### src/rtl/cache_pkg.sv
package cache_pkg;
  typedef enum logic [1:0] {
    ST_IDLE  = 2'd0,
    ST_WBACK = 2'd1,
    ST_FILL  = 2'd2
  } cache_state_e;
endpackage

### src/rtl/cache_lookup.sv
module cache_lookup #(
  parameter int WAYS   = 2,
  parameter int WAY_IW = 1,
  parameter int TAG_W  = 4
) (
  input  logic [WAYS-1:0]            valid_i,
  input  logic [WAYS-1:0][TAG_W-1:0] tags_i,
  input  logic [TAG_W-1:0]           tag_i,
  output logic                       hit_o,
  output logic [WAY_IW-1:0]          hit_way_o
);
  logic [WAYS-1:0] match;

  for (genvar w = 0; w < WAYS; w++) begin : g_cmp
    assign match[w] = valid_i[w] && (tags_i[w] == tag_i);
  end

  always_comb begin
    hit_way_o = '0;
    for (int w = WAYS - 1; w >= 0; w--) begin
      if (match[w]) hit_way_o = WAY_IW'(w);
    end
  end

  assign hit_o = |match;
endmodule

### src/rtl/cache_lru.sv
module cache_lru #(
  parameter int SETS     = 4,
  parameter int SET_BITS = 2,
  parameter int WAYS     = 2,
  parameter int WAY_IW   = 1
) (
  input  logic                clk_i,
  input  logic                rst_ni,
  input  logic [SET_BITS-1:0] set_i,
  input  logic [WAYS-1:0]     valid_i,
  output logic [WAY_IW-1:0]   victim_o,
  input  logic                touch_i,
  input  logic [WAY_IW-1:0]   touch_way_i
);
  localparam logic [WAY_IW-1:0] OLDEST = WAY_IW'(WAYS - 1);

  // age 0 = most recent; ages of a set are always a permutation
  logic [WAYS-1:0][WAY_IW-1:0] age_q [SETS];
  logic found_inv;

  always_comb begin
    found_inv = 1'b0;
    victim_o  = '0;
    for (int w = 0; w < WAYS; w++) begin
      if (!valid_i[w] && !found_inv) begin
        victim_o  = WAY_IW'(w);
        found_inv = 1'b1;
      end
    end
    if (!found_inv) begin
      for (int w = 0; w < WAYS; w++) begin
        if (age_q[set_i][w] == OLDEST) victim_o = WAY_IW'(w);
      end
    end
  end

  always_ff @(posedge clk_i or negedge rst_ni) begin
    if (!rst_ni) begin
      for (int s = 0; s < SETS; s++)
        for (int w = 0; w < WAYS; w++)
          age_q[s][w] <= WAY_IW'(w);
    end else if (touch_i) begin
      for (int w = 0; w < WAYS; w++) begin
        if (WAY_IW'(w) == touch_way_i)
          age_q[set_i][w] <= '0;
        else if (age_q[set_i][w] < age_q[set_i][touch_way_i])
          age_q[set_i][w] <= age_q[set_i][w] + WAY_IW'(1);
      end
    end
  end
endmodule

### src/rtl/cache_stats.sv
module cache_stats #(
  parameter int CNT_W = 16,
  parameter int N     = 3
) (
  input  logic                      clk_i,
  input  logic                      rst_ni,
  input  logic [N-1:0]              inc_i,
  output logic [N-1:0][CNT_W-1:0]   cnt_o
);
  for (genvar i = 0; i < N; i++) begin : g_cnt
    always_ff @(posedge clk_i or negedge rst_ni) begin
      if (!rst_ni)       cnt_o[i] <= '0;
      else if (inc_i[i]) cnt_o[i] <= cnt_o[i] + CNT_W'(1);
    end
  end
endmodule

### src/rtl/cache_sa.sv
module cache_sa
  import cache_pkg::*;
#(
  parameter int ADDR_W   = 8,
  parameter int SET_BITS = 2,
  parameter int WAY_BITS = 1,
  parameter int OFF_BITS = 2,
  parameter int CNT_W    = 16
) (
  input  logic                        clk_i,
  input  logic                        rst_ni,
  input  logic                        req_valid_i,
  output logic                        req_ready_o,
  input  logic                        req_we_i,
  input  logic [ADDR_W-1:0]           req_addr_i,
  input  logic [7:0]                  req_wdata_i,
  output logic                        rsp_valid_o,
  output logic [7:0]                  rsp_rdata_o,
  output logic                        rsp_hit_o,
  output logic                        mem_req_o,
  output logic                        mem_we_o,
  output logic [ADDR_W-OFF_BITS-1:0]  mem_addr_o,
  output logic [(8<<OFF_BITS)-1:0]    mem_wdata_o,
  input  logic                        mem_ack_i,
  input  logic [(8<<OFF_BITS)-1:0]    mem_rdata_i,
  output logic [CNT_W-1:0]            access_cnt_o,
  output logic [CNT_W-1:0]            hit_cnt_o,
  output logic [CNT_W-1:0]            miss_cnt_o
);
  localparam int SETS   = 1 << SET_BITS;
  localparam int WAYS   = 1 << WAY_BITS;
  localparam int BLK_W  = 8 << OFF_BITS;
  localparam int TAG_W  = ADDR_W - SET_BITS - OFF_BITS;
  localparam int WAY_IW = (WAY_BITS > 0) ? WAY_BITS : 1;

  cache_state_e state_q, state_d;

  logic [SETS-1:0][WAYS-1:0]   valid_q, dirty_q;
  logic [WAYS-1:0][TAG_W-1:0]  tag_q  [SETS];
  logic [WAYS-1:0][BLK_W-1:0]  data_q [SETS];

  logic [ADDR_W-1:0] q_addr;
  logic              q_we;
  logic [7:0]        q_wdata;
  logic [WAY_IW-1:0] q_way;

  logic               in_idle, accept, lk_hit, vic_dirty, fill_done;
  logic [ADDR_W-1:0]  cur_addr;
  logic [TAG_W-1:0]   cur_tag;
  logic [SET_BITS-1:0] cur_set;
  logic [OFF_BITS-1:0] cur_off;
  logic [WAY_IW-1:0]  lk_way, vic_way;
  logic [BLK_W-1:0]   hit_blk, hit_wblk, fill_blk;

  function automatic logic [BLK_W-1:0] put_byte(logic [BLK_W-1:0] blk,
                                                logic [OFF_BITS-1:0] off,
                                                logic [7:0] b);
    logic [BLK_W-1:0] r;
    r = blk;
    r[{off, 3'b000} +: 8] = b;
    return r;
  endfunction

  assign in_idle  = (state_q == ST_IDLE);
  assign accept   = req_valid_i && in_idle;
  assign cur_addr = in_idle ? req_addr_i : q_addr;
  assign cur_tag  = cur_addr[ADDR_W-1 -: TAG_W];
  assign cur_set  = cur_addr[OFF_BITS +: SET_BITS];
  assign cur_off  = cur_addr[OFF_BITS-1:0];

  cache_lookup #(.WAYS(WAYS), .WAY_IW(WAY_IW), .TAG_W(TAG_W)) u_lookup (
    .valid_i   (valid_q[cur_set]),
    .tags_i    (tag_q[cur_set]),
    .tag_i     (cur_tag),
    .hit_o     (lk_hit),
    .hit_way_o (lk_way)
  );

  cache_lru #(.SETS(SETS), .SET_BITS(SET_BITS), .WAYS(WAYS), .WAY_IW(WAY_IW)) u_lru (
    .clk_i       (clk_i),
    .rst_ni      (rst_ni),
    .set_i       (cur_set),
    .valid_i     (valid_q[cur_set]),
    .victim_o    (vic_way),
    .touch_i     ((accept && lk_hit) || fill_done),
    .touch_way_i (fill_done ? q_way : lk_way)
  );

  logic [2:0][CNT_W-1:0] cnt;
  cache_stats #(.CNT_W(CNT_W), .N(3)) u_stats (
    .clk_i  (clk_i),
    .rst_ni (rst_ni),
    .inc_i  ({accept && !lk_hit, accept && lk_hit, accept}),
    .cnt_o  (cnt)
  );
  assign access_cnt_o = cnt[0];
  assign hit_cnt_o    = cnt[1];
  assign miss_cnt_o   = cnt[2];

  assign vic_dirty = valid_q[cur_set][vic_way] && dirty_q[cur_set][vic_way];
  assign fill_done = (state_q == ST_FILL) && mem_ack_i;
  assign hit_blk   = data_q[cur_set][lk_way];
  assign hit_wblk  = put_byte(hit_blk, cur_off, req_wdata_i);
  assign fill_blk  = q_we ? put_byte(mem_rdata_i, cur_off, q_wdata) : mem_rdata_i;

  always_comb begin
    state_d = state_q;
    unique case (state_q)
      ST_IDLE:  if (accept && !lk_hit) state_d = vic_dirty ? ST_WBACK : ST_FILL;
      ST_WBACK: if (mem_ack_i) state_d = ST_FILL;
      ST_FILL:  if (mem_ack_i) state_d = ST_IDLE;
      default:  state_d = ST_IDLE;
    endcase
  end

  assign req_ready_o = in_idle;
  assign mem_req_o   = !in_idle;
  assign mem_we_o    = (state_q == ST_WBACK);
  assign mem_addr_o  = mem_we_o ? {tag_q[cur_set][q_way], cur_set} : cur_addr[ADDR_W-1:OFF_BITS];
  assign mem_wdata_o = data_q[cur_set][q_way];

  always_ff @(posedge clk_i or negedge rst_ni) begin
    if (!rst_ni) begin
      state_q <= ST_IDLE;
      q_addr  <= '0;
      q_we    <= 1'b0;
      q_wdata <= '0;
      q_way   <= '0;
    end else begin
      state_q <= state_d;
      if (accept && !lk_hit) begin
        q_addr  <= req_addr_i;
        q_we    <= req_we_i;
        q_wdata <= req_wdata_i;
        q_way   <= vic_way;
      end
    end
  end

  always_ff @(posedge clk_i or negedge rst_ni) begin
    if (!rst_ni) begin
      valid_q <= '0;
      dirty_q <= '0;
    end else begin
      if (accept && lk_hit && req_we_i) dirty_q[cur_set][lk_way] <= 1'b1;
      if (fill_done) begin
        valid_q[cur_set][q_way] <= 1'b1;
        dirty_q[cur_set][q_way] <= q_we;
      end
    end
  end

  // line contents need no reset: valid bits gate them
  always_ff @(posedge clk_i) begin
    if (accept && lk_hit && req_we_i) data_q[cur_set][lk_way] <= hit_wblk;
    if (fill_done) begin
      data_q[cur_set][q_way] <= fill_blk;
      tag_q[cur_set][q_way]  <= cur_tag;
    end
  end

  always_ff @(posedge clk_i or negedge rst_ni) begin
    if (!rst_ni) begin
      rsp_valid_o <= 1'b0;
      rsp_hit_o   <= 1'b0;
      rsp_rdata_o <= '0;
    end else begin
      rsp_valid_o <= (accept && lk_hit) || fill_done;
      rsp_hit_o   <= accept && lk_hit;
      if (accept && lk_hit)
        rsp_rdata_o <= req_we_i ? req_wdata_i : hit_blk[{cur_off, 3'b000} +: 8];
      else if (fill_done)
        rsp_rdata_o <= fill_blk[{cur_off, 3'b000} +: 8];
    end
  end
endmodule

### config.mk
export PLATFORM = sky130hd
export DESIGN_NAME = cache_sa
export DESIGN_NICKNAME = d
export VERILOG_FILES = /design/src/rtl/cache_pkg.sv /design/src/rtl/cache_lookup.sv /design/src/rtl/cache_lru.sv /design/src/rtl/cache_stats.sv /design/src/rtl/cache_sa.sv
export SDC_FILE = /design/constraint.sdc
export NUM_CORES = 1
export LEC_CHECK = 0
export BUFFER_PORTS_ARGS = -buffer_cell sky130_fd_sc_hd__buf_4
export CAP_MARGIN = 20
export CORE_MARGIN = 2
export CORE_UTILIZATION = 62
export CTS_BUF_LIST = sky130_fd_sc_hd__clkbuf_4
export CTS_CLUSTER_SIZE = 12
export DETAILED_ROUTE_END_ITERATION = 12
export GPL_TIMING_DRIVEN = 0
export PLACE_DENSITY = 0.82
export SYNTH_ARGS = -nofsm -noshare
export SYNTH_HDL_FRONTEND = slang
export SYNTH_SLANG_ARGS = --single-unit
### constraint.sdc
create_clock -name clk_i -period 6 [get_ports clk_i]
set_input_delay 0.3 -clock clk_i [delete_from_list [all_inputs] [get_ports clk_i]]
set_output_delay 0.3 -clock clk_i [all_outputs]
set_load 0.01 [all_outputs]
==> flow_summary.yaml <==
global_route:
  gr-usage-met3: 0.105
  grt_overflow_total: 0
  grt_pass1_wl_um: 88600
  grtUsageMet2: 0.579
  grt-busiest-layer: "met2"
  first_global_vias: 15114
  antenna_found_initial: 2
  globalRouteTotalUtil: 0.385
  grt_max_degree: 60
  met1_usage: 0.514
synthesis:
  synth_cell_types: 69
  synth_top_cell_by_area: "edfxtp_1"
  netlist_top_cells_area: "edfxtp_1 46%, dfrtp_1 13%, mux4_2 8.4%"
  netlist_area_um2: 18700
  synth_adder_area_share: 0.00534
  synthCells: 1501
  synth_top_family_by_area: "simple AND/OR/NAND/NOR gates"
  synth_simple_gate_area_frac: 0.131
  synth_compound_area_frac: 0.111
  yosysSeqAreaShare: 0.598
  ys.flop_type: "edfxtp_1"
  synth_xor_area_frac: 0.0220
  synth_nets: 1562
  muxShareOfSynthArea: 0.107
  avgSynthCellArea_um2: 12.5
  ys_ff_latch: 390
  ys_async_sr_fraction: 0.262
  yosys_warnings: 0
  synth-edff-count: 288
  synth_top_area_frac: 0.462
setup_path:
  worst-path-buf-inv: 7
  critical_path.slowest_cell: "a2111oi_4"
  crit_path_end_kind: "register"
  reg2reg_to: "rsp_rdata_o[4]$_DFFE_PN0P_"
  cp_max_fo: 11
  cp_top_family: "buffers and inverters"
  crit_top_cell: "clkbuf_1"
  regToRegStartpoint: "state_q[1]$_DFFE_PN0P_"
  path_class: "reg -> reg"
  path_cells: "clkbuf_1 > clkbuf_1 > o21a_1 > a21oi_1 > inv_1 > clkbuf_2 > clkbuf_1 > clkbuf_2 > ha_1 > clkbuf_1 > nand2_1 > a2111oi_4 > a22o_1 > nor2_1 > or3_1 > o311ai_0 > o211ai_1 > a2bb2oi_1"
  crit_path_max_incr_delay_ns: 0.72
  critical_path_arrival_ns: 6.35
  critPathLaunch: "state_q[1]$_DFFE_PN0P_"
  worstPathRequired_ns: 6.69
  cp.depth: 18
  worstRegToRegCells: 18
  reg2reg_slack_ns: 0.33
  crit_end: "rsp_rdata_o[4]$_DFFE_PN0P_"
  cp-start-kind: "register"
sta:
  finalWorstSetupSlack_ns: 0.333
  post-route-min-period_ns: 5.67
  fin_skew_ns: 0.0579
  tightest_slew_ns: 1.09
  finalHoldViolCount: 0
  relSlewSlack: 0.271
  setup_violations: 0
  rsz0062_at_grt: "false"
  setup_tns_ns: 0
  final_max_slew_viol_count: 0
  whs_ns: 0.127
  finalCritPeriodShare: 0.944
  max_freq_ghz: 0.176
pwr:
  p_clk_frac: 0.167
  combPwrFrac: 0.516
  seq_power_share: 0.317
  power_density_nw_per_um2: 613
  leakage_nw: 8.46
  p_sw_mw: 5.88
  switching_share: 0.432
  p_int_mw: 7.73
  ir_worst_vdd_v: 0.000337
  power.total_mw: 13.6
final_layout:
  design_area_um2: 22200
  syn2layout_area_growth_pct: 18.5
  finalNonFillerCells: 2248
  drive_gt1_frac: 0.260
  final_core_util: 0.747
  nFillCells: 1940
  layout.nets: 1845
clock_network:
  h-tree-depth: 3
  post-cts-setup-buffers: 0
  cts_tree: "built"
  clock_latency_ns: 0.77
  clock_sinks: 390
  cts_buffers: 97
  clk_pin_slew_ns: 0.08
  cts_root_buffer: "clkbuf_4"
  ctsLongestPathBuffers: 3
place:
  place_worst_setup_slack_ns: -0.0426
  place_area_um2: 20700
  dp_hpwl_um: 42700
  placed_cells: 2053
  gp_congestion: 1.03
  port_buffers: 151
die:
  core_um2: 29700
  die_h_um: 178
  fp.dieW_um: 178
  fp.dieArea_um2: 31600
  initial_core_util: 0.630
  fp-row-count: 63
  ioPinCount: 152
route:
  drt_first_pass_iters: 6
  vias_per_cell: 6.75
  remaining_drc_errors: 0
  wl_per_cell_um: 26.7
  wl_um: 60000
  vias: 15180
  drt-initial-drc-count: 2217
  final_antenna_net_count: 0
job:
  maxCapViolCount: 0
status:
  outcome: "finished clean"
hold_path:
  hold_class: "in -> async"
-- per-layer routing --
layer | vias to the layer above | wire (um)
li1 | 6371 | -
met1 | 7351 | 22100
met2 | 1198 | 27000
met3 | 260 | 7650
met4 | 0 | 3370
met5 | - | 0
-- kinds of logic (layout without fill, tap and decap cells) --
family | count (synthesis) | after routing
multiplexers | 108 | 108
flip-flops | 390 | 390
other | 0 | 1
adder cells (fa/ha/maj) | 8 | 8
AND/OR/NAND/NOR | 541 | 541
AO/OA/AOI/OAI | 293 | 293
XOR/XNOR | 47 | 47
buffers and inverters | 114 | 470
-- power by group through the flow --
stage,clock network [mW],logic [mW],registers (mW)
detailed placement,0,6.77,4.36
finish,2.27,7.03,4.32
global placement,0,6.46,4.34
CTS,2.29,6.81,4.30
floorplan,0,4.21,4.30
global route,2.42,7.39,4.35
-- worst min path at each step --
stage / cells past startpoint / slack, ns / to
2_1_floorplan: 0 / 0.004 / dirty_q[0]$_DFF_PN0_
6_report: 2 / 0.13 / valid_q[1]$_DFFE_PN0P_
3_3_place_gp: 1 / 0.45 / valid_q[1]$_DFFE_PN0P_
4_1_cts: 2 / 0.08 / valid_q[1]$_DFFE_PN0P_
3_5_place_dp: 1 / 0.36 / valid_q[3]$_DFFE_PN0P_
5_1_grt: 2 / 0.13 / valid_q[1]$_DFFE_PN0P_
-- registers in the layout, indices dropped and copies added (netlist names) --
name	count
q_we	1
dirty_q	8
rsp_rdata_o	8
q_wdata	8
valid_q	8
data_q	256
u_lru.age_q	8
q_way	1
u_stats.cnt_o	48
rsp_valid_o	1
q_addr	8
tag_q	32
state_q	2
rsp_hit_o	1
-- synthesized netlist by cell type, types with 21 or more instances --
library cell / number
mux4_2: 70
nand3_1: 77
nand2_1: 206
a21o_1: 33
dfrtp_1: 98
o21ai_0: 48
mux2_2: 21
xnor2_1: 37
a31oi_1: 75
and3_1: 29
clkbuf_1: 66
a21oi_1: 27
nand4_1: 24
nor2_1: 131
a22o_1: 36
edfxtp_1: 288
-- final cells by class --
cell class / instances / area [um2] / area share
diodes: 1 / 2.50 / 0.000113
plain buffers: 99 / 409 / 0.0184
clock buffers: 150 / 1130 / 0.0507
clock inverters: 22 / 138 / 0.00620
inverters: 15 / 56.3 / 0.00254
multi-input cells: 997 / 7170 / 0.323
flip-flops and latches: 390 / 11200 / 0.505
well taps: 390 / 488 / 0.0220
repair buffers: 184 / 1600 / 0.0722
-- cells in the final DEF (no fill, tap or decap), types with 48 or more instances in the layout --
master	instances
clkbuf_1	63
nor2_1	123
a31oi_1	75
nand3_1	77
edfxtp_1	288
nand2_1	206
mux4_2	70
clkbuf_4	150
dfrtp_1	98
buf_4	155
o21ai_0	48
-- repair_timing --
action	in CTS	in global routing
hold buffers	19	0
endpoints found under the setup margin	1	71
gates cloned	0	0
resized for setup	1	8
hold endpoints to repair	64	0
No activity file was read; power rests on OpenSTA's default activity.
